### src/rtl/cal_pkg.sv
package cal_pkg;

    localparam int WORD_W = 32;
    localparam int ADDR_W = 8;
    localparam int YEAR_W = 16;
    localparam int RUN_BIT = 26;

    localparam logic [ADDR_W-1:0] OFS_TIME   = 8'h00;
    localparam logic [ADDR_W-1:0] OFS_TMATCH = 8'h04;
    localparam logic [ADDR_W-1:0] OFS_TLOAD  = 8'h08;
    localparam logic [ADDR_W-1:0] OFS_CTRL   = 8'h0C;
    localparam logic [ADDR_W-1:0] OFS_STAT   = 8'h14;
    localparam logic [ADDR_W-1:0] OFS_CLR    = 8'h1C;
    localparam logic [ADDR_W-1:0] OFS_YEAR   = 8'h30;
    localparam logic [ADDR_W-1:0] OFS_YMATCH = 8'h34;
    localparam logic [ADDR_W-1:0] OFS_YLOAD  = 8'h38;

    typedef struct packed {
        logic [2:0] pad;
        logic [3:0] mon;
        logic [4:0] mday;
        logic [2:0] wday;
        logic [4:0] hour;
        logic [5:0] min;
        logic [5:0] sec;
    } cal_time_t;

    localparam cal_time_t TIME_RESET = '{pad: 3'd0, mon: 4'd1, mday: 5'd1,
                                         wday: 3'd1, hour: 5'd0, min: 6'd0, sec: 6'd0};

    // two BCD digits divisible by 4: 10*h + l == 2*h + l (mod 4)
    function automatic logic bcd_pair_div4(input logic [7:0] b);
        logic [4:0] s;
        s = {b[7:4], 1'b0} + {1'b0, b[3:0]};
        return (s[1:0] == 2'd0);
    endfunction

    function automatic logic year_is_leap(input logic [YEAR_W-1:0] y);
        if (y[7:0] != 8'h00)
            return bcd_pair_div4(y[7:0]);
        return bcd_pair_div4(y[15:8]);
    endfunction

    function automatic logic [4:0] month_len(input logic [3:0] mon, input logic leap);
        case (mon)
            4'd2:                    return leap ? 5'd29 : 5'd28;
            4'd4, 4'd6, 4'd9, 4'd11: return 5'd30;
            default:                 return 5'd31;
        endcase
    endfunction

endpackage

### src/rtl/cal_time_counter.sv
module cal_time_counter
    import cal_pkg::*;
(
    input  logic      clk,
    input  logic      rst,
    input  logic      advance,
    input  logic      load_en,
    input  cal_time_t load_val,
    input  logic      leap,
    output cal_time_t time_q,
    output logic      year_carry
);

    cal_time_t nxt;
    logic sec_wrap, min_wrap, hour_wrap, day_wrap, mon_wrap;

    always_comb begin
        sec_wrap  = (time_q.sec  >= 6'd59);
        min_wrap  = (time_q.min  >= 6'd59);
        hour_wrap = (time_q.hour >= 5'd23);
        day_wrap  = (time_q.mday >= month_len(time_q.mon, leap));
        mon_wrap  = (time_q.mon  >= 4'd12);
        year_carry = advance && !load_en && sec_wrap && min_wrap && hour_wrap
                     && day_wrap && mon_wrap;

        nxt = time_q;
        if (!sec_wrap) begin
            nxt.sec = time_q.sec + 6'd1;
        end else begin
            nxt.sec = 6'd0;
            if (!min_wrap) begin
                nxt.min = time_q.min + 6'd1;
            end else begin
                nxt.min = 6'd0;
                if (!hour_wrap) begin
                    nxt.hour = time_q.hour + 5'd1;
                end else begin
                    nxt.hour = 5'd0;
                    nxt.wday = (time_q.wday >= 3'd7) ? 3'd1 : time_q.wday + 3'd1;
                    if (!day_wrap) begin
                        nxt.mday = time_q.mday + 5'd1;
                    end else begin
                        nxt.mday = 5'd1;
                        nxt.mon  = mon_wrap ? 4'd1 : time_q.mon + 4'd1;
                    end
                end
            end
        end
    end

    always_ff @(posedge clk) begin
        if (rst)
            time_q <= TIME_RESET;
        else if (load_en)
            time_q <= load_val;
        else if (advance)
            time_q <= nxt;
    end

endmodule

### src/rtl/cal_bcd_counter.sv
module cal_bcd_counter #(
    parameter int DIGITS = 4,
    parameter logic [4*DIGITS-1:0] RESET_VAL = '0
) (
    input  logic                clk,
    input  logic                rst,
    input  logic                inc,
    input  logic                load_en,
    input  logic [4*DIGITS-1:0] load_val,
    output logic [4*DIGITS-1:0] value_q
);

    localparam int VAL_W = 4 * DIGITS;

    logic [DIGITS:0]    carry;
    logic [VAL_W-1:0]   nxt;

    assign carry[0] = inc;

    for (genvar i = 0; i < DIGITS; i++) begin : g_digit
        logic [3:0] d;
        logic       at_nine;
        assign d       = value_q[4*i +: 4];
        assign at_nine = (d >= 4'd9);
        assign nxt[4*i +: 4] = carry[i] ? (at_nine ? 4'd0 : d + 4'd1) : d;
        assign carry[i+1]    = carry[i] && at_nine;
    end

    always_ff @(posedge clk) begin
        if (rst)
            value_q <= RESET_VAL;
        else if (load_en)
            value_q <= load_val;
        else
            value_q <= nxt;
    end

endmodule

### src/rtl/cal_alarm_unit.sv
module cal_alarm_unit
    import cal_pkg::*;
(
    input  logic              clk,
    input  logic              rst,
    input  cal_time_t         time_now,
    input  logic [YEAR_W-1:0] year_now,
    input  cal_time_t         time_match,
    input  logic [YEAR_W-1:0] year_match,
    input  logic              clear,
    output logic              status_q
);

    logic eq, eq_q;

    assign eq = (time_now == time_match) && (year_now == year_match);

    always_ff @(posedge clk) begin
        if (rst) begin
            eq_q     <= 1'b0;
            status_q <= 1'b0;
        end else begin
            eq_q <= eq;
            if (eq && !eq_q)
                status_q <= 1'b1;
            else if (clear)
                status_q <= 1'b0;
        end
    end

endmodule

### src/rtl/cal_clock.sv
module cal_clock
    import cal_pkg::*;
#(
    parameter logic [YEAR_W-1:0] RESET_YEAR = 16'h2000
) (
    input  logic              clk,
    input  logic              rst,
    input  logic              sec_tick,
    input  logic              wr_en,
    input  logic [ADDR_W-1:0] wr_addr,
    input  logic [WORD_W-1:0] wr_data,
    input  logic [ADDR_W-1:0] rd_addr,
    output logic [WORD_W-1:0] rd_data,
    output logic              alarm
);

    localparam int YEAR_DIGITS = YEAR_W / 4;

    logic              run_q;
    cal_time_t         time_q, match_time_q;
    logic [YEAR_W-1:0] year_q, match_year_q;
    logic              ld_time, ld_year, wr_ctrl, wr_tmatch, wr_ymatch, wr_clr;
    logic              advance, year_carry, leap;

    assign ld_time   = wr_en && (wr_addr == OFS_TLOAD);
    assign ld_year   = wr_en && (wr_addr == OFS_YLOAD);
    assign wr_ctrl   = wr_en && (wr_addr == OFS_CTRL);
    assign wr_tmatch = wr_en && (wr_addr == OFS_TMATCH);
    assign wr_ymatch = wr_en && (wr_addr == OFS_YMATCH);
    assign wr_clr    = wr_en && (wr_addr == OFS_CLR) && wr_data[0];

    assign advance = sec_tick && run_q;
    assign leap    = year_is_leap(year_q);

    always_ff @(posedge clk) begin
        if (rst) begin
            run_q        <= 1'b0;
            match_time_q <= '0;
            match_year_q <= '0;
        end else begin
            if (wr_ctrl)   run_q        <= wr_data[RUN_BIT];
            if (wr_tmatch) match_time_q <= cal_time_t'(wr_data);
            if (wr_ymatch) match_year_q <= wr_data[YEAR_W-1:0];
        end
    end

    cal_time_counter u_time (
        .clk        (clk),
        .rst        (rst),
        .advance    (advance),
        .load_en    (ld_time),
        .load_val   (cal_time_t'(wr_data)),
        .leap       (leap),
        .time_q     (time_q),
        .year_carry (year_carry)
    );

    cal_bcd_counter #(
        .DIGITS    (YEAR_DIGITS),
        .RESET_VAL (RESET_YEAR)
    ) u_year (
        .clk      (clk),
        .rst      (rst),
        .inc      (year_carry),
        .load_en  (ld_year),
        .load_val (wr_data[YEAR_W-1:0]),
        .value_q  (year_q)
    );

    cal_alarm_unit u_alarm (
        .clk        (clk),
        .rst        (rst),
        .time_now   (time_q),
        .year_now   (year_q),
        .time_match (match_time_q),
        .year_match (match_year_q),
        .clear      (wr_clr),
        .status_q   (alarm)
    );

    always_comb begin
        rd_data = '0;
        case (rd_addr)
            OFS_TIME, OFS_TLOAD: rd_data = time_q;
            OFS_TMATCH:          rd_data = match_time_q;
            OFS_CTRL:            rd_data[RUN_BIT] = run_q;
            OFS_STAT:            rd_data[0] = alarm;
            OFS_YEAR, OFS_YLOAD: rd_data[YEAR_W-1:0] = year_q;
            OFS_YMATCH:          rd_data[YEAR_W-1:0] = match_year_q;
            default:             rd_data = '0;
        endcase
    end

endmodule

### config.mk
export PLATFORM = sky130hd
export DESIGN_NAME = cal_clock
export DESIGN_NICKNAME = d
export VERILOG_FILES = /design/src/rtl/cal_pkg.sv /design/src/rtl/cal_time_counter.sv /design/src/rtl/cal_bcd_counter.sv /design/src/rtl/cal_alarm_unit.sv /design/src/rtl/cal_clock.sv
export SDC_FILE = /design/constraint.sdc
export NUM_CORES = 1
export LEC_CHECK = 0
export BUFFER_PORTS_ARGS = -buffer_cell sky130_fd_sc_hd__buf_4
export CORE_MARGIN = 4
export CORE_UTILIZATION = 58
export DETAILED_ROUTE_END_ITERATION = 6
export GPL_TIMING_DRIVEN = 0
export PLACE_DENSITY = 0.87
export SYNTH_ARGS = -nofsm -noshare
export SYNTH_HDL_FRONTEND = slang
export SYNTH_SLANG_ARGS = --single-unit
export TNS_END_PERCENT = 10
### constraint.sdc
create_clock -name clk -period 3.95 [get_ports clk]
set_input_delay 0.79 -clock clk [delete_from_list [all_inputs] [get_ports clk]]
set_output_delay 0.79 -clock clk [all_outputs]
set_load 0.02 [all_outputs]
==> results.txt, run 1 <==
----------------------------------------------------
[Synthesis]
  Asr flop ratio synth ... 0%
  EDFF count, synth ... 0
  Number of distinct library cell variants in the gate-level netlist after synthesis ... between 70 and 80
  Mux share of post-synthesis cell area ... 2.30%
  Register area share after synthesis ... 32.0%
  Basic-gate share of the synthesized area counting and, or, nand and nor cells ... 26.4%
  Yosys reg bits ... a little under 100
  Cell count after synthesis ... ~800
  Xor-xnor portion of the synthesized cell area ... 7.21%
  Synth warnings ... 0
  Number of nets in the synthesized netlist ... between 800 and 900
  Dominant synthesized flop cell ... dfxtp_1
  Netlist area before placement ... about 6200 um2
  Post-synthesis compound-gate area fraction ... 21.6%
  Largest family of logic cells by synthesized area ... simple AND/OR/NAND/NOR gates
  Mean instance size in the synthesized netlist ... 7.70 um2
  Synth Area in Adders ... 5.05%

[Place]
  Area after DPL ... roughly 7000 um2
  Number of cells in the design after placement ... 1024
  Detailed-placement wirelength estimate ... 16200 um
  IO Port Bufs ... 84
  Gpl congestion ... 1.03

[Route]
  Iter 0 DRT Violations ... between 900 and 1000
  Count of unresolved DRC violations after routing ... 0
  First-pass iteration count of the detailed router ... 6
  Vias after detailed routing ... 6763
  Wire length per cell ... 21.3 um
  Final wirelength ... 22100 um
  Routed via count divided by cell count ... 6.51
  Antenna Nets Post-Route ... 0

[Timing]
  Post-route fraction of the period consumed by the critical path ... roughly 96%
  Number of setup violations in the final report ... 0
  Worst Max-Slew Pin Slew ... 1350 ps
  Post-layout min period ... 3810 ps
  Final max-slew violation count ... 0
  F_max ... roughly 260 MHz
  Count of endpoints failing hold in the final timing report ... 0
  Remaining max-slew budget at the tightest pin ... roughly 9.6%
  Post-route clock skew ... 14.1 ps

[Floorplanning]
  Width of the chip ... between 100 and 150 um
  Die footprint ... 12400 um2
  Number of placed I/O pins ... 85
  Initial standard-cell utilization of the core ... approximately three fifths
  Number of standard-cell rows in the floorplan ... 37
  Placeable core region ... 10400 um2
  Die span in y ... 111 um

[GRT]
  Largest net degree at the start of global routing ... 17
  Number of global-route vias before repair ... 6189
  First-pass GRT wire length ... 33900 um
  Aggregate global-route resource usage ... 34.6%
  Grt total ovfl ... 0
  Number of antenna violations at the first check in global routing ... 0

[CTS]
  TritonCTS Buffers ... 9
  Insertion delay to the later sink of the worst-skew pair ... 380 ps
  Clock input transition at the sequential cells of the worst setup and hold paths ... 100 ps
  Number of setup buffers added after CTS ... 0
  CTS root buffer ... clkbuf_8
  H-Tree Depth ... 3
  TritonCTS Sinks ... 99
  Hold-fix buffers, CTS ... 0
  Clock tree from TritonCTS ... done
  Maximum number of buffers from clock root to sink ... 2

[Pwr]
  Leak ... 2.84 nW
  Power per cell area ... 261 nW/um2
  PnR Total Power ... 0.00189 W
  VDD IR-drop max ... 0.173 mV

[Layout]
  Highest-count cells in the layout ignoring fill and taps ... 174 x nand2_1, 97 x dfxtp_1, 87 x buf_4, 71 x a21oi_1, 57 x nor2_1
  Most common cell after layout, fill and taps aside ... nand2_1
  Final net count ... 975
  Diodes inserted ... 0
  Final design utilization ... 69.8%
  Cell Count, Final, Fillers Out ... 1039
  Post-layout instance area ... just over 7000 um2
  Share of final-layout standard cells stronger than drive strength 1 ... 15.0%
  Relative area change from synthesis to final layout ... 16.9%

[Worst setup path]
  Data required time at the worst endpoint ... 4230 ps
  Critical path startpoint category ... register
  Critical setup path kind ... reg2reg
  Arrival time reported for the critical path endpoint ... 4090 ps
  Gate family responsible for the most delay along the worst path ... simple AND/OR/NAND/NOR gates
  Buffers plus inverters on the worst setup path ... 2
  Category of the worst setup path capture point ... register
  Worst Path Max Fanout ... 8
  Slowest cell delay on critical path ... ~570 ps
  Worst path cell trace ... inv_1, ha_1, or4b_4, or4_1, a31oi_1, o32a_1, ha_1, nand2b_1, a21oi_2, or4_4, buf_6, nor3_4, nor3_1, o31ai_1
  Critical path's slowest cell ... or4_4
  Most repeated library cell on the critical path ... ha_1

[Outcome]
  Outcome ... finished clean

[Min path]
  Hold WC Path Type ... reg2reg

[Job]
  Max-cap violations ... 0

----------------------------------------------------
## cell usage after synthesis, types with 9 or more instances
cell type / instances / area share [%]
ha_1: 25 / 5.1
a21oi_1: 72 / 5.8
o21ai_0: 13 / 1.1
mux2i_1: 12 / 1.9
xor2_1: 15 / 2.1
buf_2: 9 / 0.73
nand3_1: 22 / 1.8
inv_1: 20 / 1.2
xnor2_1: 36 / 5.1
clkbuf_1: 44 / 2.7
dfxtp_1: 99 / 32
nand4_1: 10 / 1.0
nor3_1: 14 / 1.1
nand2_1: 174 / 11
a222oi_1: 16 / 2.6
nor2_1: 57 / 3.5
nor4_1: 14 / 1.4
a211oi_1: 13 / 1.6
a22o_1: 15 / 2.1
## registers in the layout (all words and copies together), names as in the netlist
name and flops:
match_time_q 32, u_alarm.status_q 1, u_time.time_q 32, match_year_q 16, u_alarm.eq_q 1, u_year.value_q 16, run_q 1
## cell families after synthesis
kind of cell / Yosys count
simple gates: 346
compound gates: 191
flops: 99
buf+inv: 78
xor+xnor: 51
fa+ha+maj: 25
mux: 14
## worst paths after layout
path	startpoint	endpoint	slack, ps	cells past startpoint
setup / recovery	u_year.value_q[4]$_SDFFE_PP0P_	u_year.value_q[13]$_SDFFE_PP1P_	140	14
hold / removal	u_alarm.eq_q$_SDFF_PP0_	u_alarm.status_q$_SDFFE_PP0P_	450	1
setup reg to reg	u_year.value_q[4]$_SDFFE_PP0P_	u_year.value_q[13]$_SDFFE_PP1P_	140	14
hold reg to reg	u_alarm.eq_q$_SDFF_PP0_	u_alarm.status_q$_SDFFE_PP0P_	450	1
## cell type report
class                           count  area [um2]
Timing Repair Buffer               84         631
Buffer                             57         251
Fill cell                         901        3130
Clock inverter                      5        85.1
Multi-Input combinational cell    627        3900
Inverter                           20        75.1
Clock buffer                       11         141
Tap cell                          136         170
Sequential cell                    99        1990
## through the flow
stage | hold WS [ps] | worst slack (ps) | TNS [ps]
finish | 449 | 138 | 0
global route | 489 | -39.2 | -39.2
CTS | 448 | 54.6 | 0
detailed placement | 425 | -29.0 | -63.1
global placement | 425 | -25.9 | -39.2
floorplan | 411 | 437 | 0
## power breakdown
group | internal [W] | switching [W]
Sequential | 0.00100 | 0.00000195
Clock | 0.000378 | 0.000385
Combinational | 0.0000501 | 0.0000769
Total | 0.00143 | 0.000464
## metal layers
layer / routed length (um) / GRT usage (%) / vias to the layer above
met5: 0 / 0 / -
met4: 1240 / 18.7 / 0
met3: 2650 / 6.33 / 82
met2: 9740 / 53.4 / 538
met1: 8470 / 46.0 / 3093
li1: - / - / 3050
## what timing repair did
| item | CTS | global route |
|---|---|---|
| gates resized for setup | 0 | 6 |
| pin swaps | 0 | 1 |
| setup endpoints to repair | 6 | 12 |
Power figures use the tool's default switching activity.
==> run 2, diff against run 1 <==
--- a/config.mk
+++ b/config.mk
@@ -11,5 +11,6 @@
 export DETAILED_ROUTE_END_ITERATION = 6
 export GPL_TIMING_DRIVEN = 0
-export PLACE_DENSITY = 0.87
+export PLACE_DENSITY_LB_ADDON = 0.1
+export REMOVE_ABC_BUFFERS = 1
 export SYNTH_ARGS = -nofsm -noshare
 export SYNTH_HDL_FRONTEND = slang
==> constraint.sdc (replaced) <==
create_clock -name clk -period 3.95 [get_ports clk]
set_input_delay 0 -clock clk [delete_from_list [all_inputs] [get_ports clk]]
set_output_delay 0 -clock clk [all_outputs]
set_load 0.02 [all_outputs]
==> results.txt, run 2 (synthesized netlist as in run 1, its figures left out) <==
----------------------------------------------------
[Floorplanning]
  Width of the chip ... 111 um (unchanged)
  Die span in y ... 111 um (unchanged)
  Number of standard-cell rows in the floorplan ... 37 (unchanged)
  Die footprint ... 12400 um2 (unchanged)
  Number of placed I/O pins ... 85 (unchanged)
  Initial standard-cell utilization of the core ... 59.7% (unchanged)
  Placeable core region ... 10400 um2 (unchanged)

[CTS]
  Clock tree from TritonCTS ... done
  TritonCTS Buffers ... 9 (unchanged)
  Insertion delay to the later sink of the worst-skew pair ... 380 ps (about the same)
  H-Tree Depth ... 3 (unchanged)
  Clock input transition at the sequential cells of the worst setup and hold paths ... 90 ps (about the same)
  Number of setup buffers added after CTS ... 0 (unchanged)
  CTS root buffer ... clkbuf_8
  Maximum number of buffers from clock root to sink ... 2 (unchanged)
  TritonCTS Sinks ... 99 (unchanged)

[GRT]
  M3 GR Usage ... 4.42% (-1.9 points)
  Number of antenna violations at the first check in global routing ... 0 (unchanged)
  Met1 track demand over resource in global routing ... 41.2% (-4.8 points)
  Number of global-route vias before repair ... 6147 (-0.68%)
  Largest net degree at the start of global routing ... 94 (+77)
  GR met2 Demand/Resource ... 51.3% (-2.0 points)
  First-pass GRT wire length ... 31400 um (-7.4%)
  Aggregate global-route resource usage ... 30.8% (-3.8 points)
  Grt total ovfl ... 0 (unchanged)
  Most utilized layer in the global route result ... met2

[Place]
  Setup slack after placement ... 55.0 ps (+84.0 ps)
  Detailed-placement wirelength estimate ... 13100 um (-20%)
  IO Port Bufs ... 84 (unchanged)
  Gpl congestion ... 0.933 (-9.4%)

[Layout]
  Sequential cell area ... 1980 um2 (-0.19%)
  Most common cell after layout, fill and taps aside ... nand2_1
  Area occupied by multi-input gates ... 3910 um2 (+0.32%)
  Diodes inserted ... 0 (unchanged)
  Highest-count cells in the layout ignoring fill and taps ... 173 x nand2_1, 98 x dfxtp_1, 84 x buf_4, 72 x a21oi_1, 55 x nor2_1
  Largest registers ... match_time_q: 32 flops, u_time.time_q: 32 flops
  Final net count ... 956 (-1.9%)
  Share of final-layout standard cells stronger than drive strength 1 ... 14.5% (-0.47 points)
  Relative area change from synthesis to final layout ... 18.7%
  Filler cell count in the final layout ... 863 (-4.2%)

[Route]
  Wire length per cell ... 19.1 um (-10%)
  First-pass iteration count of the detailed router ... 7 (+1)
  Antenna Nets Post-Route ... 0 (unchanged)
  Count of unresolved DRC violations after routing ... 0 (unchanged)
  Vias after detailed routing ... 6421 (-5.1%)
  Routed via count divided by cell count ... 6.30 (-3.3%)
  Iter 0 DRT Violations ... 894 (-9.2%)
  Final wirelength ... 19500 um (-12%)

[Worst setup path]
  Arrival time reported for the critical path endpoint ... 4050 ps (-40 ps)
  Worst reg-to-reg path cell count ... 13 (-1)
  Most repeated library cell on the critical path ... ha_1
  Critical path's slowest cell ... or4_4
  Critical path startpoint category ... register
  Slowest cell delay on critical path ... 630 ps (+60 ps)
  Worst path cell trace ... inv_1, ha_1, or4b_1, or4_1, a31oi_1, o32a_1, ha_1, nand2b_1, a21oi_1, or4_4, nor3_4, mux2i_1, a211oi_2
  Critical setup path kind ... reg2reg
  Data required time at the worst endpoint ... 4160 ps (-70 ps)
  Buffers plus inverters on the worst setup path ... 1 (-1)
  Gate family responsible for the most delay along the worst path ... simple AND/OR/NAND/NOR gates
  Total number of cells along the worst setup path ... 13 (-1)
  Worst Path Max Fanout ... 8 (unchanged)
  Category of the worst setup path capture point ... register

[Min path]
  Cell depth of the worst min-delay path ... 4 (+3)
  Hold WC Path Type ... in2reg

[Timing]
  Post-layout min period ... 3840 ps (+29.2 ps)
  F_max ... 260 MHz (-0.76%)
  Post-route clock skew ... 9.75 ps (-4.34 ps)
  Worst hold slack ... 38.8 ps (-410 ps)
  Remaining max-slew budget at the tightest pin ... 4.52% (-5.1 points)
  Final worst setup slack ... 109 ps (-29.2 ps)
  Number of setup violations in the final report ... 0 (unchanged)
  Post-route fraction of the period consumed by the critical path ... 97.2% (+0.74 points)
  Worst Max-Slew Pin Slew ... 1430 ps (+86.9 ps)
  Final max-slew violation count ... 0 (unchanged)
  Setup repair after global routing missed its margin ... yes
  Count of endpoints failing hold in the final timing report ... 0 (unchanged)

[Job]
  Max-cap violations ... 0 (unchanged)

[Pwr]
  PnR Total Power ... 0.00181 W (-4.3%)
  VDD IR-drop max ... 0.229 mV (+32%)
  Power per cell area ... 246 nW/um2 (-5.8%)
  Leak ... 2.86 nW (+0.88%)

[Outcome]
  Outcome ... finished clean

----------------------------------------------------
==> run 2: cell types whose count changed in the layout (fill, tap and decap cells not counted), sizes merged <==
cell and delta:
dlygate4sd3 +35, buf -11, clkinv +2, bufinv -1, inv -1, clkbuf -43
==> run 2: routing by layer <==
metal / vias to the layer above / part of all wire (%)
li1: 3016 / -
met1: 3042 / 42
met2: 318 / 47
met3: 45 / 8.9
met4: 0 / 2.2
met5: - / 0
==> run 2: final timing paths <==
path                                        from                         endpoint  slack (ps)
setup reg to reg  u_year.value_q[5]$_SDFFE_PP0P_  u_year.value_q[14]$_SDFFE_PP0P_         110
hold / removal                        wr_addr[3]    match_year_q[15]$_SDFFE_PP0P_          40
setup / recovery  u_year.value_q[5]$_SDFFE_PP0P_  u_year.value_q[14]$_SDFFE_PP0P_         110
hold reg to reg          u_alarm.eq_q$_SDFF_PP0_    u_alarm.status_q$_SDFFE_PP0P_         440
==> run 2: through the flow <==
stage | instance area, um2 | cells | util, % | TNS, ps
global route | 7350 | 1020 | 70.9 | -15.7
CTS | 7340 | 1020 | 70.8 | 0
detailed placement | 6800 | 969 | 65.6 | 0
floorplan | 5940 | 746 | - | 0
finish | 7350 | 1020 | 70.9 | 0
global placement | 6740 | 966 | 65.0 | -4820
==> run 2: power by group <==
part           switching, W  internal (W)  total [W]
Sequential       0.00000552       0.00100    0.00101
Combinational     0.0000654     0.0000678   0.000133
Clock              0.000364      0.000308   0.000671
==> run 2: area by class of cell <==
type	count	area share, %
clock buffers	11	1.92
clock inverters	5	0.715
inverters	20	1.02
multi-input cells	627	53.2
flip-flops and latches	99	27.0
well taps	136	2.32
repair buffers	122	13.9
==> run 2: worst reg2reg max path, cell delays in order, from the launching register on <==
cell	delay [ps]
dfxtp_1	390
inv_1	130
ha_1	160
or4b_1	490
or4_1	530
a31oi_1	200
o32a_1	190
ha_1	120
nand2b_1	90
a21oi_1	130
or4_4	630
nor3_4	230
mux2i_1	290
a211oi_2	100
==> run 2: what timing repair did <==
action,in CTS,in global routing
resized for setup,0,2
hold buffers,35,0
hold endpoints to repair,81,0
endpoints found under the setup margin,0,10
==> run 3, diff against run 2 <==
CAP_MARGIN = 0   (was default)
CORE_ASPECT_RATIO = 1.2   (was default)
==> results.txt, run 3 (synthesized netlist as in run 1, its figures left out) <==
----------------------------------------------------
[Timing]
  Post-route clock skew ... 10.1 ps (+0.314 ps)
  Count of endpoints failing hold in the final timing report ... 0 (unchanged)
  Post-route fraction of the period consumed by the critical path ... 92.3% (-4.9 points)
  F_max ... 274 MHz (+5.3%)
  Number of setup violations in the final report ... 0 (unchanged)
  Post-layout min period ... 3650 ps (-194 ps)
  Worst Max-Slew Pin Slew ... 1480 ps (+46.6 ps)
  Final max-slew violation count ... 0 (unchanged)
  Remaining max-slew budget at the tightest pin ... 1.34% (-3.2 points)
  Setup repair after global routing missed its margin ... no

[Floorplanning]
  Placeable core region ... 10500 um2 (+0.92%)
  Width of the chip ... 102 um (-8.1%)
  Number of standard-cell rows in the floorplan ... 41 (+11%)
  Number of placed I/O pins ... 85 (unchanged)
  Initial standard-cell utilization of the core ... 59.2% (-0.54 points)
  Die span in y ... 121 um (+8.9%)
  Die footprint ... 12400 um2 (about the same)

[Place]
  Area after DPL ... 6790 um2 (-0.18%)
  Detailed-placement wirelength estimate ... 13100 um (+0.45%)
  Gpl congestion ... 0.949 (+1.7%)
  IO Port Bufs ... 84 (unchanged)

[CTS]
  Clock input transition at the sequential cells of the worst setup and hold paths ... 70 ps (-20 ps)
  TritonCTS Sinks ... 99 (unchanged)
  Maximum number of buffers from clock root to sink ... 2 (unchanged)
  Clock tree from TritonCTS ... done
  TritonCTS Buffers ... 9 (unchanged)
  Insertion delay to the later sink of the worst-skew pair ... 350 ps (-30 ps)
  Number of setup buffers added after CTS ... 0 (unchanged)
  H-Tree Depth ... 3 (unchanged)
  CTS root buffer ... clkbuf_16

[GRT]
  Number of global-route vias before repair ... 6107 (-0.65%)
  Number of antenna violations at the first check in global routing ... 0 (unchanged)
  First-pass GRT wire length ... 30700 um (-2.3%)
  Aggregate global-route resource usage ... 31.3% (+0.47 points)
  Largest net degree at the start of global routing ... 94 (unchanged)
  Grt total ovfl ... 0 (unchanged)

[Layout]
  Relative area change from synthesis to final layout ... 20.7%
  Share of final-layout standard cells stronger than drive strength 1 ... 14.4% (-0.11 points)
  Filler cell count in the final layout ... 877 (+1.6%)
  Most common cell after layout, fill and taps aside ... nand2_1
  Largest registers ... match_time_q: 32 flops, u_time.time_q: 32 flops
  Final design utilization ... 71.4% (+0.52 points)
  Post-layout instance area ... 7470 um2 (+1.7%)
  Highest-count cells in the layout ignoring fill and taps ... 173 x nand2_1, 99 x dfxtp_1, 84 x buf_4, 71 x a21oi_1, 56 x nor2_1
  Diodes inserted ... 0 (unchanged)
  Final net count ... 956 (unchanged)

[Worst setup path]
  FF-to-FF setup slack ... 300 ps (+190 ps)
  Worst Path Max Fanout ... 8 (unchanged)
  Critical path startpoint category ... register
  Category of the worst setup path capture point ... register
  Arrival time reported for the critical path endpoint ... 3910 ps (-140 ps)
  Most repeated library cell on the critical path ... ha_1
  Worst path cell trace ... inv_1, ha_1, or4b_1, or4_1, a31oi_1, o32a_1, ha_1, nand2b_1, a21oi_2, or2_2, or2_4, mux2_2, a211oi_2
  Data required time at the worst endpoint ... 4210 ps (+50 ps)
  Critical path's slowest cell ... or4_1
  Buffers plus inverters on the worst setup path ... 1 (unchanged)
  Reg-to-Reg Start ... u_year.value_q[4]$_SDFFE_PP0P_
  Critical setup path kind ... reg2reg
  End of the worst register-to-register path ... u_year.value_q[0]$_SDFFE_PP0P_
  Slowest cell delay on critical path ... 510 ps (-120 ps)
  Worst reg-to-reg path cell count ... 13 (unchanged)
  Gate family responsible for the most delay along the worst path ... simple AND/OR/NAND/NOR gates

[Route]
  Antenna Nets Post-Route ... 0 (unchanged)
  Routed via count divided by cell count ... 6.28 (-0.17%)
  Iter 0 DRT Violations ... 736 (-18%)
  Vias after detailed routing ... 6366 (-0.86%)
  Count of unresolved DRC violations after routing ... 0 (unchanged)
  Final wirelength ... 19400 um (-0.45%)
  Wire length per cell ... 19.2 um (+0.24%)
  First-pass iteration count of the detailed router ... 6 (-1)

[Min path]
  Launch point of the worst hold path ... wr_addr[4]
  Hold EP ... u_alarm.status_q$_SDFFE_PP0P_
  Cell depth of the worst min-delay path ... 4 (unchanged)
  Hold WC Path Type ... in2reg

[Pwr]
  VDD IR-drop max ... 0.208 mV (-9.4%)
  Leak ... 2.92 nW (+2.2%)
  PnR Total Power ... 0.00208 W (+15%)
  Power per cell area ... 278 nW/um2 (+13%)

[Job]
  Max-cap violations ... 0 (unchanged)

[Outcome]
  Outcome ... finished clean

----------------------------------------------------
run 3: final cells by class:
class	instances	area, um2	share of cell area, %
tap	129	161	2.16
inverter	20	75.1	1.00
clock buffer	11	233	3.12
multi-input combinational	627	3910	52.3
sequential	99	1980	26.5
timing repair buffer	122	1030	13.8
clock inverter	5	77.6	1.04
run 3: worst max-delay path by stage:
stage / to / from / slack, ps / cells past startpoint
5_1_grt: u_time.time_q[26]$_SDFFE_PP0P_ / u_year.value_q[4]$_SDFFE_PP0P_ / 120 / 13
4_1_cts: u_year.value_q[15]$_SDFFE_PP0P_ / u_year.value_q[4]$_SDFFE_PP0P_ / 160 / 13
3_5_place_dp: u_year.value_q[15]$_SDFFE_PP0P_ / u_year.value_q[4]$_SDFFE_PP0P_ / 190 / 13
3_3_place_gp: match_time_q[22]$_SDFFE_PP0P_ / wr_addr[1] / -160 / 6
6_report: u_year.value_q[0]$_SDFFE_PP0P_ / u_year.value_q[4]$_SDFFE_PP0P_ / 300 / 13
2_1_floorplan: u_year.value_q[15]$_SDFFE_PP0P_ / u_year.value_q[4]$_SDFFE_PP0P_ / 570 / 13
run 3: layer usage:
| metal | track usage, % | wire length [um] | vias up |
|---|---|---|---|
| met2 | 52.0 | 9380 | 294 |
| met5 | 0 | 0 | - |
| met3 | 4.60 | 1510 | 54 |
| met4 | 14.3 | 742 | 0 |
| li1 | - | - | 3004 |
| met1 | 39.7 | 7790 | 3014 |
run 3: worst min-delay path, cell delays in order:
cell and delay (ps):
buf_4 130, nand2_1 60, nor4_1 50, o32ai_1 90
run 3: report_power, final:
part           internal (W)  total, W  switching, W  leakage, nW
clock network      0.000554  0.000941      0.000387        0.150
logic             0.0000678  0.000133     0.0000656         1.98
registers           0.00100   0.00101    0.00000545        0.797
total               0.00162   0.00208      0.000458         2.92
run 3: what timing repair did:
item / in CTS / in global routing
gates resized for setup: 0 / 2
endpoints found under the hold margin: 75 / 0
hold buffers: 33 / 0
endpoints found under the setup margin: 0 / 6
run 3: through the flow:
stage / setup WS (ps) / TNS [ps] / hold WS, ps / std cells
finish: 303 / 0 / 37.7 / 1013
global route: 119 / 0 / 70.5 / 1013
CTS: 162 / 0 / 26.5 / 1011
detailed placement: 191 / 0 / 250 / 962
global placement: -160 / -4110 / 239 / 959
floorplan: 568 / 0 / 64.6 / 746
